--- src/rtl/serial_rx_pkg.sv ---
package serial_rx_pkg;
  typedef enum logic [1:0] {
    PAR_NONE  = 2'd0,
    PAR_EVEN  = 2'd1,
    PAR_ODD   = 2'd2,
    PAR_NONE2 = 2'd3
  } par_mode_e;

  typedef enum logic [2:0] {
    ST_OFF,
    ST_WAIT_HIGH,
    ST_WAIT_FALL,
    ST_START,
    ST_DATA,
    ST_PAR,
    ST_STOP
  } rx_state_e;
endpackage

--- src/rtl/rx_line_sync.sv ---
module rx_line_sync #(
  parameter int STAGES = 2
) (
  input  logic clk,
  input  logic rst_n,
  input  logic din,
  output logic dout
);
  logic [STAGES-1:0] chain;

  generate
    for (genvar i = 0; i < STAGES; i++) begin : g_stage
      if (i == 0) begin : g_first
        always_ff @(posedge clk or negedge rst_n)
          if (!rst_n) chain[0] <= 1'b1;
          else        chain[0] <= din;
      end else begin : g_next
        always_ff @(posedge clk or negedge rst_n)
          if (!rst_n) chain[i] <= 1'b1;
          else        chain[i] <= chain[i-1];
      end
    end
  endgenerate

  assign dout = chain[STAGES-1];
endmodule

--- src/rtl/rx_baud_gen.sv ---
module rx_baud_gen #(
  parameter int DIV_W = 16
) (
  input  logic             clk,
  input  logic             rst_n,
  input  logic [DIV_W-1:0] div,
  input  logic             restart,
  output logic             tick
);
  logic [DIV_W-1:0] cnt;
  logic [DIV_W-1:0] lim;

  assign lim  = (div == '0) ? '0 : div - 1'b1;
  assign tick = (cnt == lim);

  always_ff @(posedge clk or negedge rst_n)
    if (!rst_n)                cnt <= '0;
    else if (restart || tick)  cnt <= '0;
    else                       cnt <= cnt + 1'b1;

  // with a divisor above 1, ticks are never on consecutive cycles
  a_r9_tick_spacing: assert property (@(posedge clk) disable iff (!rst_n)
    (tick && lim != '0 && !restart) |=> (!tick || div != $past(div)));
endmodule

--- src/rtl/rx_frame_fsm.sv ---
module rx_frame_fsm
  import serial_rx_pkg::*;
#(
  parameter int DATA_W = 8,
  parameter int OS     = 16
) (
  input  logic              clk,
  input  logic              rst_n,
  input  logic              active,
  input  logic              rx_s,
  input  logic              tick,
  input  logic [1:0]        par_mode,
  output logic              restart,
  output logic              done,
  output logic [DATA_W-1:0] data,
  output logic              perr,
  output logic              ferr
);
  localparam int OS_W  = $clog2(OS);
  localparam int BIT_W = (DATA_W > 1) ? $clog2(DATA_W) : 1;
  localparam logic [OS_W-1:0]  MID   = OS_W'(OS / 2 - 1);
  localparam logic [OS_W-1:0]  LAST  = OS_W'(OS - 1);
  localparam logic [BIT_W-1:0] TOP   = BIT_W'(DATA_W - 1);

  rx_state_e         state;
  logic [OS_W-1:0]   os_cnt;
  logic [BIT_W-1:0]  bit_idx;
  logic [DATA_W-1:0] shreg;
  logic              par_bit;
  logic              par_on;
  logic              exp_par;
  logic              at_mid;

  assign par_on  = (par_mode == PAR_EVEN) || (par_mode == PAR_ODD);
  assign exp_par = (par_mode == PAR_ODD) ? ~(^shreg) : (^shreg);
  assign restart = active && (state == ST_WAIT_FALL) && !rx_s;
  assign at_mid  = tick && (os_cnt == LAST);
  assign data    = shreg;

  always_ff @(posedge clk or negedge rst_n) begin
    if (!rst_n) begin
      state   <= ST_OFF;
      os_cnt  <= '0;
      bit_idx <= '0;
      shreg   <= '0;
      par_bit <= 1'b0;
      done    <= 1'b0;
      perr    <= 1'b0;
      ferr    <= 1'b0;
    end else begin
      done <= 1'b0;
      if (!active) begin
        state <= ST_OFF;
      end else begin
        case (state)
          ST_OFF:       state <= ST_WAIT_HIGH;
          ST_WAIT_HIGH: if (rx_s) state <= ST_WAIT_FALL;
          ST_WAIT_FALL: if (!rx_s) begin
            state  <= ST_START;
            os_cnt <= '0;
          end
          ST_START: if (tick) begin
            if (os_cnt == MID) begin
              os_cnt <= '0;
              if (!rx_s) begin
                state   <= ST_DATA;
                bit_idx <= '0;
              end else begin
                state <= ST_WAIT_HIGH;
              end
            end else begin
              os_cnt <= os_cnt + 1'b1;
            end
          end
          ST_DATA: if (tick) begin
            if (at_mid) begin
              os_cnt <= '0;
              shreg  <= {rx_s, shreg[DATA_W-1:1]};
              if (bit_idx == TOP) state <= par_on ? ST_PAR : ST_STOP;
              else                bit_idx <= bit_idx + 1'b1;
            end else begin
              os_cnt <= os_cnt + 1'b1;
            end
          end
          ST_PAR: if (tick) begin
            if (at_mid) begin
              os_cnt  <= '0;
              par_bit <= rx_s;
              state   <= ST_STOP;
            end else begin
              os_cnt <= os_cnt + 1'b1;
            end
          end
          ST_STOP: if (tick) begin
            if (at_mid) begin
              os_cnt <= '0;
              done   <= 1'b1;
              ferr   <= !rx_s;
              perr   <= par_on && (par_bit != exp_par);
              state  <= ST_WAIT_HIGH;
            end else begin
              os_cnt <= os_cnt + 1'b1;
            end
          end
          default: state <= ST_OFF;
        endcase
      end
    end
  end

  // disabling drops the receiver to its off state on the next edge
  a_r1_off_when_disabled: assert property (@(posedge clk) disable iff (!rst_n)
    !active |=> (state == ST_OFF));
  // no start timing begins straight from the wait-for-high state
  a_r2_high_before_start: assert property (@(posedge clk) disable iff (!rst_n)
    (state == ST_WAIT_HIGH) |=> (state != ST_START));
  // a high start-bit middle returns to waiting for high
  a_r3_reject_false_start: assert property (@(posedge clk) disable iff (!rst_n)
    (active && state == ST_START && tick && os_cnt == MID && rx_s) |=> (state == ST_WAIT_HIGH));
  // completion from the frame logic lasts one cycle
  a_r4_done_single: assert property (@(posedge clk) disable iff (!rst_n)
    done |=> !done);
endmodule

--- src/rtl/rx_hold_reg.sv ---
module rx_hold_reg #(
  parameter int DATA_W = 8
) (
  input  logic              clk,
  input  logic              rst_n,
  input  logic              done_in,
  input  logic [DATA_W-1:0] data_in,
  input  logic              perr_in,
  input  logic              ferr_in,
  input  logic              rd_ready,
  output logic [DATA_W-1:0] rd_data,
  output logic              rd_valid,
  output logic              err_parity,
  output logic              err_frame,
  output logic              err_overrun,
  output logic              irq
);
  logic blocked;
  assign blocked = rd_valid && !rd_ready;

  always_ff @(posedge clk or negedge rst_n) begin
    if (!rst_n) begin
      rd_data     <= '0;
      rd_valid    <= 1'b0;
      err_parity  <= 1'b0;
      err_frame   <= 1'b0;
      err_overrun <= 1'b0;
      irq         <= 1'b0;
    end else begin
      irq <= done_in;
      if (done_in) begin
        err_parity <= perr_in;
        err_frame  <= ferr_in;
        if (blocked) begin
          err_overrun <= 1'b1;
        end else begin
          rd_data     <= data_in;
          rd_valid    <= 1'b1;
          err_overrun <= 1'b0;
        end
      end else if (rd_valid && rd_ready) begin
        rd_valid <= 1'b0;
      end
    end
  end

  // a blocked completion leaves the pending byte untouched
  a_r7_keep_on_overrun: assert property (@(posedge clk) disable iff (!rst_n)
    (done_in && rd_valid && !rd_ready) |=> ($stable(rd_data) && rd_valid && err_overrun));
  // a read with no completion frees the register
  a_r8_read_clears: assert property (@(posedge clk) disable iff (!rst_n)
    (rd_valid && rd_ready && !done_in) |=> !rd_valid);
  // flags move only on completion
  a_r10_flags_hold: assert property (@(posedge clk) disable iff (!rst_n)
    !done_in |=> ($stable(err_parity) && $stable(err_frame) && $stable(err_overrun)));
endmodule

--- src/rtl/serial_rx_unit.sv ---
module serial_rx_unit #(
  parameter int DATA_W      = 8,
  parameter int OS_RATE     = 16,
  parameter int DIV_W       = 16,
  parameter int SYNC_STAGES = 2
) (
  input  logic              clk,
  input  logic              rst_n,
  input  logic              pwr_en,
  input  logic              rx_en,
  input  logic [DIV_W-1:0]  baud_div,
  input  logic [1:0]        par_mode,
  input  logic              rx_line,
  output logic [DATA_W-1:0] rd_data,
  output logic              rd_valid,
  input  logic              rd_ready,
  output logic              err_parity,
  output logic              err_frame,
  output logic              err_overrun,
  output logic              done_irq
);
  logic              rx_s;
  logic              tick;
  logic              restart;
  logic              f_done;
  logic [DATA_W-1:0] f_data;
  logic              f_perr;
  logic              f_ferr;
  logic              active;

  assign active = pwr_en && rx_en;

  rx_line_sync #(.STAGES(SYNC_STAGES)) u_sync (
    .clk(clk), .rst_n(rst_n), .din(rx_line), .dout(rx_s)
  );

  rx_baud_gen #(.DIV_W(DIV_W)) u_baud (
    .clk(clk), .rst_n(rst_n), .div(baud_div), .restart(restart), .tick(tick)
  );

  rx_frame_fsm #(.DATA_W(DATA_W), .OS(OS_RATE)) u_fsm (
    .clk(clk), .rst_n(rst_n), .active(active), .rx_s(rx_s), .tick(tick),
    .par_mode(par_mode), .restart(restart), .done(f_done), .data(f_data),
    .perr(f_perr), .ferr(f_ferr)
  );

  rx_hold_reg #(.DATA_W(DATA_W)) u_hold (
    .clk(clk), .rst_n(rst_n), .done_in(f_done), .data_in(f_data),
    .perr_in(f_perr), .ferr_in(f_ferr), .rd_ready(rd_ready),
    .rd_data(rd_data), .rd_valid(rd_valid), .err_parity(err_parity),
    .err_frame(err_frame), .err_overrun(err_overrun), .irq(done_irq)
  );

  // no completion pulse while the receiver is not armed
  a_r1_no_irq_disarmed: assert property (@(posedge clk) disable iff (!rst_n)
    (!active && !f_done) |=> !done_irq);
endmodule

--- config.mk ---
export PLATFORM = sky130hd
export DESIGN_NAME = serial_rx_unit
export DESIGN_NICKNAME = d
export VERILOG_FILES = /design/src/rtl/serial_rx_pkg.sv /design/src/rtl/rx_line_sync.sv /design/src/rtl/rx_baud_gen.sv /design/src/rtl/rx_frame_fsm.sv /design/src/rtl/rx_hold_reg.sv /design/src/rtl/serial_rx_unit.sv
export SDC_FILE = /design/constraint.sdc
export NUM_CORES = 1
export LEC_CHECK = 0
export BUFFER_PORTS_ARGS = -buffer_cell sky130_fd_sc_hd__buf_2
export CORE_ASPECT_RATIO = 1.4
export CORE_UTILIZATION = 30
export CTS_CLUSTER_DIAMETER = 150
export CTS_CLUSTER_SIZE = 12
export DETAILED_ROUTE_END_ITERATION = 8
export PLACE_DENSITY = 0.51
export REMOVE_ABC_BUFFERS = 1
export SLEW_MARGIN = 10
export SYNTH_ARGS = -nofsm -noshare
export SYNTH_HDL_FRONTEND = slang
export SYNTH_SLANG_ARGS = --single-unit
--- constraint.sdc ---
create_clock -name clk -period 2.65 [get_ports clk]
set_input_delay 0.1325 -clock clk [delete_from_list [all_inputs] [get_ports clk]]
set_output_delay 0.1325 -clock clk [all_outputs]
set_load 0.05 [all_outputs]
* Word level (Yosys, flattened, before mapping)
Index checks and enable logic that the tools add are counted.
** Word-level totals
- Register bits :: 53
- Bits in latches :: 0
- Bits in writable memories :: 0
- ROM bits :: 0
- Output and inout bits :: 13
- Word-level logic and storage cells :: 121
- Memories kept :: 0
** Operators by class
- $add $sub $neg :: 4
- Multiply operators :: 0
- Divide/modulo/power cells :: 0
- Order comparisons :: 0
- Eq/ne operators :: 33
- Shift-type cells :: 0
- Muxes and demuxes :: 39
- Bitwise gates (word level) :: 2
- Reduce and logical (&&, ||, !) cells :: 26
** Operators by type and width (count)
- $mux 3 :: 19
- $ne 3x3->1 const B :: 11
- $mux 16 :: 2
- $pmux 3 s7 :: 1
- $mux 4 :: 5
- $add 16x1->16 const B :: 1
- $eq 16x16->1 :: 1
- $logic_not 16->1 :: 1
- $sub 16x1->16 const B :: 1
- $eq 3x3->1 const B :: 4
- $ne 2x2->1 const B :: 6
- $pmux 4 s3 :: 1
- $reduce_and 4->1 :: 3
- $reduce_and 11->1 :: 1
- $mux 1 :: 9
- $reduce_and 8->1 :: 1
- $reduce_xor 8->1 :: 1
- $logic_and 1x1->1 :: 7
- $eq 3x2->1 const B :: 2
- $ne 2x1->1 const B :: 3
- $pmux 3 s2 :: 1
- $reduce_and 5->1 :: 1
- $add 4x1->4 const B :: 1
- $eq 4x3->1 const B :: 1
- other kinds (15) :: 20

* Logic depth before layout (Yosys ltp)
Gate-level depths: netlist of the first run.
- Word-level depth :: 8
- Depth in mapped cells :: 14
- Depth with buffers taken out :: 12

* By module
Synthesis of the first run repeated with hierarchy kept, for this count alone.
** Unflattened totals
- Cells, all modules :: 351
- Area, all modules :: 3432.0 um^2
** By module, submodules not included
- rx_baud_gen :: times used 1, cells each 186, area an instance 1580.3 um^2, sequential area each 400.4 um^2
- rx_frame_fsm :: times used 1, cells each 134, area an instance 1317.5 um^2, sequential area each 550.5 um^2
- rx_hold_reg :: times used 1, cells each 28, area an instance 475.5 um^2, sequential area each 325.3 um^2
- rx_line_sync :: times used 1, cells each 2, area an instance 52.6 um^2, sequential area each 52.6 um^2
- serial_rx_unit :: times used 1, cells each 1, area an instance 6.3 um^2, sequential area each 0.0 um^2

* Worst setup path after synthesis of the first run
OpenSTA, ideal clock, no wires.
- Path kind :: input -> register
- Start point :: input baud_div[0]
- End point :: register u_fsm.shreg[0], in the netlist u_fsm.data[0]
- Arrival time :: 3.120 ns
- Required time :: 2.522 ns
- Slack :: -0.597 ns
- Cell stages on the path :: 12
- Cells stage by stage :: inv_1 > ha_1 > or4b_4 > o31a_1 > or4_1 > a211oi_1 > nor3_1 > a31o_4 > nor4_2 > and4_1 > buf_4 > mux2_1
** On the way
- Longest elaborated chain between the ends :: 5
- Elaborated cells on any way between the ends :: 6
- Classes of those cells :: 1 x add/sub; 1 x eq/ne; 1 x mux; 3 x reduce/logical
** RTL lines
- from (decl) :: line serial_rx_unit.sv:11 : input logic [DIV_W-1:0] baud_div,
- $sub 16x1->16 / $logic_not 16->1 (equally long branches) :: line rx_baud_gen.sv:13 : assign lim = (div == '0) ? '0 : div - 1'b1;
- $mux 16 (*) :: line rx_baud_gen.sv:13
- $eq 16x16->1 (*) :: line rx_baud_gen.sv:14 : assign tick = (cnt == lim);
- $logic_and 1x1->1 :: line rx_frame_fsm.sv:37 : assign at_mid = tick && (os_cnt == LAST);
- $reduce_and 4->1 (no line) (*)
- to (signal assigned) :: line rx_frame_fsm.sv:78 : shreg <= {rx_s, shreg[DATA_W-1:1]};
- to (decl) :: line rx_frame_fsm.sv:28 : logic [DATA_W-1:0] shreg;
Mark *: on every way between the ends. The rest lies on a longest branch, timed or not.
A chain may end at the register's enable or synchronous reset.

* Worst setup path after layout of the first run
- Start point :: input baud_div[1]
- End point :: register u_fsm.ferr
** On the way
- Longest elaborated chain between the ends :: 5
- Elaborated cells on any way between the ends :: 6
- Classes of those cells :: 1 x add/sub; 1 x eq/ne; 1 x mux; 3 x reduce/logical
** RTL lines
- $sub 16x1->16 / $logic_not 16->1 (equally long branches) :: line rx_baud_gen.sv:13
- $mux 16 (*) :: line rx_baud_gen.sv:13
- $eq 16x16->1 (*) :: line rx_baud_gen.sv:14
- $logic_and 1x1->1 :: line rx_frame_fsm.sv:37
- $reduce_and 4->1 (no line) (*)
- to (signal assigned) :: line rx_frame_fsm.sv:98 : ferr <= !rx_s;
- to (decl) :: line rx_frame_fsm.sv:17 : output logic ferr
Marks and branches as above.

==> flow_summary.yaml, run 1 <==
status:
  status: "complete, but fails checks"
  violations: "negative hold slack, negative setup slack"
global_routing:
  antenna_found_initial: 0
  gr-total-overflow: 0
  top_usage_layer: "met2"
  grt_usage_pct: 15.5
  grt_max_degree: 45
  use_met3_pct: 1.50
  grt_pass1_vias: 2998
  use_met1_pct: 16.1
  grt_pass1_wl_mm: 14.2
  globalRouteMet2Util_pct: 29.8
pwr:
  swShare_pct: 30.8
  p_clk_share_pct: 31.6
  power_leakage_nw: 2.10
  powerDensity_nw_per_um2: 452
  total_power_mw: 2.15
  switchingPower_mw: 0.663
  p_seq_share_pct: 45.4
  ir_drop_uv: 316
  p_int_mw: 1.49
  pwr-share-comb_pct: 23.1
run:
  maxCapViolCount: 0
placement:
  gp_congestion: 0.868
  io_buffers: 36
  dp_cells: 580
  placed_cell_area_um2: 4140
  dp_hpwl_mm: 6.68
clock_tree:
  clock_sinks: 53
  cts_tree: "yes"
  cts-root-buf: "clkbuf_16"
  htreeDepth: 2
  clockBufferDepth: 2
  clk_latency_ps: 300
  clk_pin_slew_ps: 70
  numCtsBuffers: 5
synth:
  synth_async_sr_flop_share_pct: 100
  synthTopCellsByArea: "dfrtp_1, xnor2_1, nor2_1"
  synth_top_area_cell: "dfrtp_1"
  ys_ff_latch: 53
  synth_top_area_share_pct: 38.2
  ys_types: 64
  syn-cell-area_um2: 3340
  syn_avg_cell_area_um2: 9.48
  synth_cells: 352
  yosysWarnings: 0
  yosysSeqAreaShare_pct: 39.8
  ys.flop_type: "dfrtp_1"
  synth_edf_count: 0
setup_path:
  cp_data_required_time_ps: 2830
  worstPathArrival_ps: 3210
  reg2reg_depth: 11
  critical_path_class: "primary input to flip-flop"
  cp_max_fo: 4
  end_kind: "flip-flop"
  critPathLaunchType: "primary input"
timing:
  fmax_ghz: 0.330
  fin_skew_ps: 6.04
  min_period_ps: 3030
  setup_viol: 38
  finalHoldViolations: 10
  worst_pin_slew_ps: 983
  max_slew_margin_pct: 34.5
  setup_slack_ps: -380
  rsz0062_at_grt: "true"
  period_share_pct: 114
  maxSlewViolCount: 0
  hold_ws_ps: -8.22
routing:
  drtPass1Iterations: 5
  vias_per_cell: 5.00
  drt_iter0_drc: 56
  drcViolationCount: 0
  wl_per_cell_um: 14.9
  ant_nets: 0
  routed-via-count: 2986
  wirelength_mm: 8.92
layout:
  nets: 485
  instances_no_fill: 597
  final_cell_mix: "buf_4, dfrtp_1, buf_2, nand2_1, nor2_1"
  drive_above_1_share_pct: 42.1
  final_common_cell: "buf_4"
  layout.cell_area.non_filler_um2: 4760
  area_delta_synth_final_pct: 42.5
  fin_util_pct: 44.0
  antenna_cells: 0
floorplanning:
  initial_core_util_pct: 30.9
  ioPinCount: 37
  rows: 45
  fp.coreArea_um2: 10800
  die-area_um2: 11600
  die_w_um: 91.2
  die_y_um: 127
min_path:
  min_path_type: "primary input to asynchronous set/reset pin"
[logic make-up (layout without fill, tap and decap cells)]
kind of cell	count (synthesis)	count (layout)	share of synthesized area (%)
AOI/OAI and AO/OA	49	49	10.9
xor gates and xnor gates	38	38	10.4
adders and majority gates	6	6	2.25
buffers and inverters	24	128	3.07
DFF	53	53	39.8
muxes	23	23	7.68
and+or+nand+nor	159	159	25.9
[layout make-up]
type | count | area (µm²)
inverters | 11 | 46.3
flip-flops and latches | 53 | 1330
fillers | 1065 | 6050
well taps | 141 | 176
repair buffers | 109 | 837
clock buffers | 5 | 125
multi-input cells | 275 | 2210
clock inverters | 3 | 28.8
[synthesized netlist by cell type (all sizes together) (6+ instances only)]
| library cell | count |
|---|---|
| dfrtp | 51 |
| nor2 | 38 |
| nand2 | 26 |
| mux2 | 21 |
| nand3 | 21 |
| xnor2 | 21 |
| xor2 | 16 |
| nor3 | 15 |
| inv | 11 |
| nor4 | 11 |
| o21ai | 10 |
| a21oi | 8 |
| clkbuf | 8 |
| and3 | 6 |
| ha | 6 |
| or3 | 6 |
[sequential cells by signal (all words and copies together), names as in the netlist, 3 cells and up]
register and cells:
u_fsm.data 8, u_hold.rd_data 8, u_fsm.bit_idx 3, u_baud.cnt 16
u_fsm.os_cnt 4, u_fsm.state 3
[worst max-delay path, stage by stage]
cell	delay [ps]
buf_8	100
inv_4	50
ha_4	130
or4b_4	460
o31a_1	280
or4_4	420
a211oi_2	250
nor3_2	80
a31o_4	230
buf_12	130
nor4_4	380
and3_4	270
mux2_4	290
[metrics by stage]
stage	TNS (ps)	worst slack, ps
floorplan	-14320	-664
global placement	-19870	-672
CTS	-6200	-369
detailed placement	-24060	-798
finish	-7380	-380
global route	-11320	-505
[layer usage]
| layer | up-vias | wire (µm) | part of all wire (%) |
|---|---|---|---|
| met3 | 21 | 230 | 2.6 |
| met5 | - | 0 | 0 |
| met1 | 1424 | 3490 | 39 |
| met4 | 0 | 452 | 5.1 |
| li1 | 1472 | - | - |
| met2 | 69 | 4740 | 53 |
[final timing paths]
| path | slack (ps) | end | start |
|---|---|---|---|
| max in group asynchronous | 1930 | u_fsm.os_cnt[1] | rst_n |
| min in group clk | 110 | u_hold.rd_valid | rd_ready |
| worst max-delay path | -380 | u_fsm.ferr | baud_div[1] |
| worst min-delay path | -8 | u_hold.rd_data[1] | rst_n |
| worst max register to register | -100 | u_fsm.data[4] | u_baud.cnt[9] |
| worst min register to register | 360 | u_sync.dout | u_sync.chain[0] |
[power by group through the flow]
stage	clock (mW)	combinational (mW)	sequential [mW]
after floorplan	0	0.212	0.955
after global placement	0	0.386	0.992
after detailed placement	0	0.393	0.991
after CTS	0.705	0.417	0.977
after global routing	0.729	0.546	0.986
final	0.679	0.497	0.976
[timing repair]
item                                    in CTS  in global routing
endpoints found under the setup margin      38                 38
setup buffers                                5                  2
pin swaps                                   26                 25
hold buffers                                 1                  0
resized for setup                           44                 44
gates cloned                                 1                  1
hold endpoints to repair                     1                  0
Note: power is estimated with default switching activity, not from simulation.
==> run 2, diff against run 1 <==
- CORE_UTILIZATION: 30 -> 25
- PLACE_DENSITY: 0.51 -> 0.45
- SKIP_CTS_REPAIR_TIMING: not set -> 1
==> run 2 against run 1 <==
The flow still finishes with violations (negative hold slack, negative setup slack). Register-to-register slack better by 40 ps. Hold slack worse by 23 ps. Sequential share of layout area down 0.51 points. Total power down 0.89%. Cell count up 7.4%. Clock power down 5.4%. Sequential power down 2.3%. Clock skew down 2.2 ps. Critical endpoint is now u_fsm.data[1]. Highest routed layer unchanged.
==> flow_summary.yaml, run 2 (synthesis results as in run 1) <==
status:
  status: "complete, but fails checks"
  violations: "negative hold slack, negative setup slack"
run:
  maxCapViolCount: 0
routing:
  wirelength_mm: 9.08
  routed-via-count: 3068
  drt_iter0_drc: 106
  drtPass1Iterations: 4
  vias_per_cell: 4.79
  drcViolationCount: 0
  wl_per_cell_um: 14.2
  ant_nets: 0
layout:
  final_cell_mix: "buf_4, dfrtp_1, buf_2, nand2_1, nor2_1"
  fin_util_pct: 37.5
  nets: 493
  drive_above_1_share_pct: 43.8
  largest-register: "u_baud.cnt"
  area_delta_synth_final_pct: 45.1
  antenna_cells: 0
  largest_reg_flops: 16
  final_common_cell: "buf_4"
placement:
  place_ws_ps: -798
  io_buffers: 36
  gp_congestion: 0.825
  dp_hpwl_mm: 6.90
setup_path:
  cp_max_fo: 5
  rr_startpoint: "u_baud.cnt[9]"
  cp_data_required_time_ps: 2820
  r2r_slack_ps: -60
  reg2reg_depth: 10
  critical_path_class: "primary input to flip-flop"
  worstPathArrival_ps: 3140
  critPathLaunchType: "primary input"
  reg2reg_to: "u_fsm.ferr"
  end_kind: "flip-flop"
global_routing:
  gr-total-overflow: 0
  top_usage_layer: "met2"
  grt_pass1_vias: 3030
  grt_usage_pct: 13.2
  use_met1_pct: 14.6
  grt_pass1_wl_mm: 14.5
  use_met3_pct: 1.76
  globalRouteMet2Util_pct: 24.9
  grt_max_degree: 54
  antenna_found_initial: 0
floorplanning:
  initial_core_util_pct: 25.8
  ioPinCount: 37
  die_y_um: 139
  die_w_um: 99.7
  fp.coreArea_um2: 12900
  die-area_um2: 13800
  rows: 49
pwr:
  power_leakage_nw: 2.14
  powerDensity_nw_per_um2: 440
  total_power_mw: 2.13
  ir_drop_uv: 219
clock_tree:
  clockBufferDepth: 2
  cts_tree: "yes"
  clk_latency_ps: 290
  cts-root-buf: "clkbuf_16"
  numCtsBuffers: 5
  clock_sinks: 53
  htreeDepth: 2
  clk_pin_slew_ps: 60
timing:
  finalHoldViolations: 51
  fin_skew_ps: 3.87
  min_period_ps: 2960
  setup_viol: 36
  setup_slack_ps: -313
  worst_pin_slew_ps: 691
  period_share_pct: 112
  rsz0062_at_grt: "true"
  max_slew_margin_pct: 54.0
  hold_ws_ps: -31.3
  fmax_ghz: 0.337
  maxSlewViolCount: 0
min_path:
  min_path_type: "primary input to asynchronous set/reset pin"
## run 2: cell count changes in the layout (fill, tap and decap cells not counted), sizes merged
cell / change
clkbuf: +1
buf: +9
clkinv: -1
inv: -2
## run 2: how the worst max path moves through the flow
stage | from | to | slack (ps) | cells past startpoint
global placement | baud_div[0] | u_fsm.data[0] | -690 | 13
CTS | baud_div[0] | u_fsm.data[1] | -500 | 13
global route | baud_div[1] | u_fsm.data[2] | -410 | 13
detailed placement | baud_div[0] | u_fsm.data[1] | -800 | 13
finish | baud_div[0] | u_fsm.data[1] | -310 | 13
floorplan | baud_div[0] | u_fsm.data[0] | -660 | 11
## run 2: cell type report
cell class / count / area [µm²]
tap: 178 / 223
fill: 1332 / 8090
timing repair buffer: 117 / 851
sequential: 53 / 1330
inverter: 11 / 46.3
clock buffer: 7 / 143
multi-input combinational: 275 / 2250
## run 2: critical path, cell delays in order
cell and delay (ps):
buf_6 100, inv_4 50, ha_4 120, or4b_4 450, o31a_1 310, or4_4 420
a211oi_2 210, nor3_2 70, a31o_4 240, nor4_4 300, and4_4 280, buf_6 130
mux2_4 300
## run 2: power by group
part | internal [mW] | leakage (nW) | total, mW | switching, mW
clock network | 0.371 | 0.0700 | 0.642 | 0.271
registers | 0.865 | 0.706 | 0.954 | 0.0896
logic | 0.282 | 1.36 | 0.536 | 0.254
total | 1.52 | 2.14 | 2.13 | 0.614
## run 2: per-layer routing
| layer | wire length (µm) | vias to the layer above |
|---|---|---|
| li1 | - | 1492 |
| met5 | 0 | - |
| met1 | 3640 | 1495 |
| met2 | 4970 | 68 |
| met3 | 235 | 13 |
| met4 | 235 | 0 |
## run 2: metrics by stage
step	instances	area, µm²	setup TNS [ps]
finish	641	4840	-5900
global route	641	4840	-9800
CTS	628	4330	-11920
detailed placement	621	4190	-23380
global placement	621	4190	-19890
floorplan	339	3280	-14320
==> run 3, diff against run 2 <==
- CORE_MARGIN: not set -> 5
- SYNTH_HIERARCHICAL: not set -> 1
==> run 3 against run 2 <==
The run ends with negative setup slack left. Count of clock-buffer cells in the layout fell by 1. Clock power up 16%. Register-to-register slack is essentially flat. Sequential power barely moved. Hold slack improved by 240 ps. Largest cell class unchanged.
==> flow_summary.yaml, run 3 <==
status:
  status: "complete, but fails checks"
  violations: "negative setup slack"
layout:
  drive_above_1_share_pct: 34.9
  final_cell_mix: "dfrtp_1, buf_4, buf_2, nand2_1, xnor2_1"
  antenna_cells: 0
  fin_util_pct: 33.3
  largest-register: "u_baud/cnt"
  final_common_cell: "dfrtp_1"
  largest_reg_flops: 16
  layout.cell_area.non_filler_um2: 4480
  nets: 464
  area_delta_synth_final_pct: 30.6
clock_tree:
  clk_pin_slew_ps: 70
  clockBufferDepth: 2
  cts-root-buf: "clkbuf_16"
  numCtsBuffers: 5
  clock_sinks: 53
  htreeDepth: 2
  cts_tree: "yes"
  clk_latency_ps: 290
setup_path:
  worstPathArrival_ps: 3170
  crit_path_max_incr_delay_ps: 530
  cp_data_required_time_ps: 2860
  worst_path_max_delay_cell: "or4_4"
  critPathLaunchType: "primary input"
  end_kind: "flip-flop"
  cp_max_fo: 6
  critical_path_class: "primary input to flip-flop"
  path_cells: "buf_6, or4_4, buf_8, nor4_4, and3_4, o22ai_4, a2111oi_4, and4_1, and2_4, inv_4, nor3_4, buf_6, o2111a_2, nand2_1, mux2i_1"
  cpMostUsedCell: "buf_6"
routing:
  wirelength_mm: 8.39
  ant_nets: 0
  drcViolationCount: 0
  wl_per_cell_um: 13.6
  drt_iter0_drc: 91
  routed-via-count: 2905
  vias_per_cell: 4.71
  drtPass1Iterations: 4
floorplanning:
  rows: 50
  die_w_um: 109
  die-area_um2: 16200
  fp.coreArea_um2: 13500
  initial_core_util_pct: 25.5
  ioPinCount: 37
  die_y_um: 149
pwr:
  power_leakage_nw: 1.95
  powerDensity_nw_per_um2: 495
  ir_drop_uv: 264
timing:
  hold_ws_ps: 206
  finalHoldViolations: 0
  setup_tns_ps: -5470
  rsz0062_at_grt: "true"
  period_share_pct: 112
  fmax_ghz: 0.338
  setup_viol: 22
  setup_slack_ps: -312
  maxSlewViolCount: 0
  fin_skew_ps: 8.65
  worst_pin_slew_ps: 602
  max_slew_margin_pct: 59.9
  min_period_ps: 2960
synth:
  synthTopCellsByArea: "dfrtp_1, xnor2_1, mux2_2"
  ys_types: 71
  synth_top_area_cell: "dfrtp_1"
  ys_ff_latch: 53
  synth_top_area_share_pct: 37.2
  synth_cells: 351
  syn_avg_cell_area_um2: 9.78
  synth.most_common_cell: "dfrtp_1"
  syn-cell-area_um2: 3430
  yosysWarnings: 6
  synth_edf_count: 0
  synth_common_cells: "dfrtp_1, nand2_1, xnor2_1"
  ys.flop_type: "dfrtp_1"
  synth_async_sr_flop_share_pct: 100
  yosysSeqAreaShare_pct: 38.7
global_routing:
  gr-total-overflow: 0
  grt_max_degree: 54
  grt_pass1_vias: 2962
  grt_pass1_wl_mm: 14.0
  antenna_found_initial: 0
  grt_usage_pct: 10.5
run:
  maxCapViolCount: 0
placement:
  dp_hpwl_mm: 6.30
  gp_congestion: 0.747
  place_ws_ps: -819
  placed_cell_area_um2: 4140
  io_buffers: 36
min_path:
  min_path_type: "primary input to flip-flop"
## run 3: cell types whose count changed after synthesis, moves of 4 or more
cell,delta
a211oi_1,+14
nand2b_1,+4
o31ai_1,+4
xnor2_1,+4
mux2_2,+8
nand3_1,-10
nor3_1,-9
xor2_1,-6
nor2_1,-16
mux2_1,-10
## run 3: final timing paths
kind | start | to | slack [ps] | cells past startpoint
worst min register to register | u_sync/chain[0] | u_sync/dout | 360 | 0
min in group asynchronous | rst_n | u_fsm/data[3] | 360 | 3
worst max register to register | u_baud/cnt[0] | u_fsm/bit_idx[0] | -50 | 13
max in group asynchronous | rst_n | u_sync/chain[0] | 2000 | 3
worst max-delay path | baud_div[10] | u_fsm/bit_idx[0] | -310 | 15
worst min-delay path | rd_ready | u_hold/rd_valid | 210 | 3
## run 3: layout make-up
type                    instances  area [µm²]
clock buffers                   6         129
well taps                     182         228
multi-input cells             268        2050
repair buffers                 93         657
flip-flops and latches         53        1330
inverters                      13        51.3
fillers                      1409        8970
clock inverters                 2        38.8
## run 3: critical path, delay by kind of cell
kind,cells,cell delay [ps]
compound gates,3,610
simple gates,7,1830
buf+inv,4,440
mux,1,150
## run 3: metrics by stage
step                      total power [mW]  std cells
after floorplan                       1.24        334
after global placement                1.45        604
after detailed placement              1.46        604
after CTS                             2.22        612
after global routing                  2.33        617
final                                 2.22        617
## run 3: power by group
part | internal (mW) | switching [mW] | total [mW]
Clock | 0.448 | 0.294 | 0.743
Combinational | 0.262 | 0.255 | 0.517
Sequential | 0.876 | 0.0797 | 0.956
## run 3: cells by family after synthesis
group,synth area share (%)
flops,38.7
mux,7.69
fa+ha+maj,2.19
xor+xnor,9.59
buf+inv,4.48
compound gates,15.7
simple gates,21.7
## run 3: per-layer routing
metal | share of wire [%] | up-vias | GRT usage [%]
li1 | - | 1447 | -
met1 | 42 | 1411 | 12.3
met2 | 54 | 39 | 19.5
met3 | 3.0 | 8 | 1.56
met4 | 1.6 | 0 | 2.97
met5 | 0 | - | 0
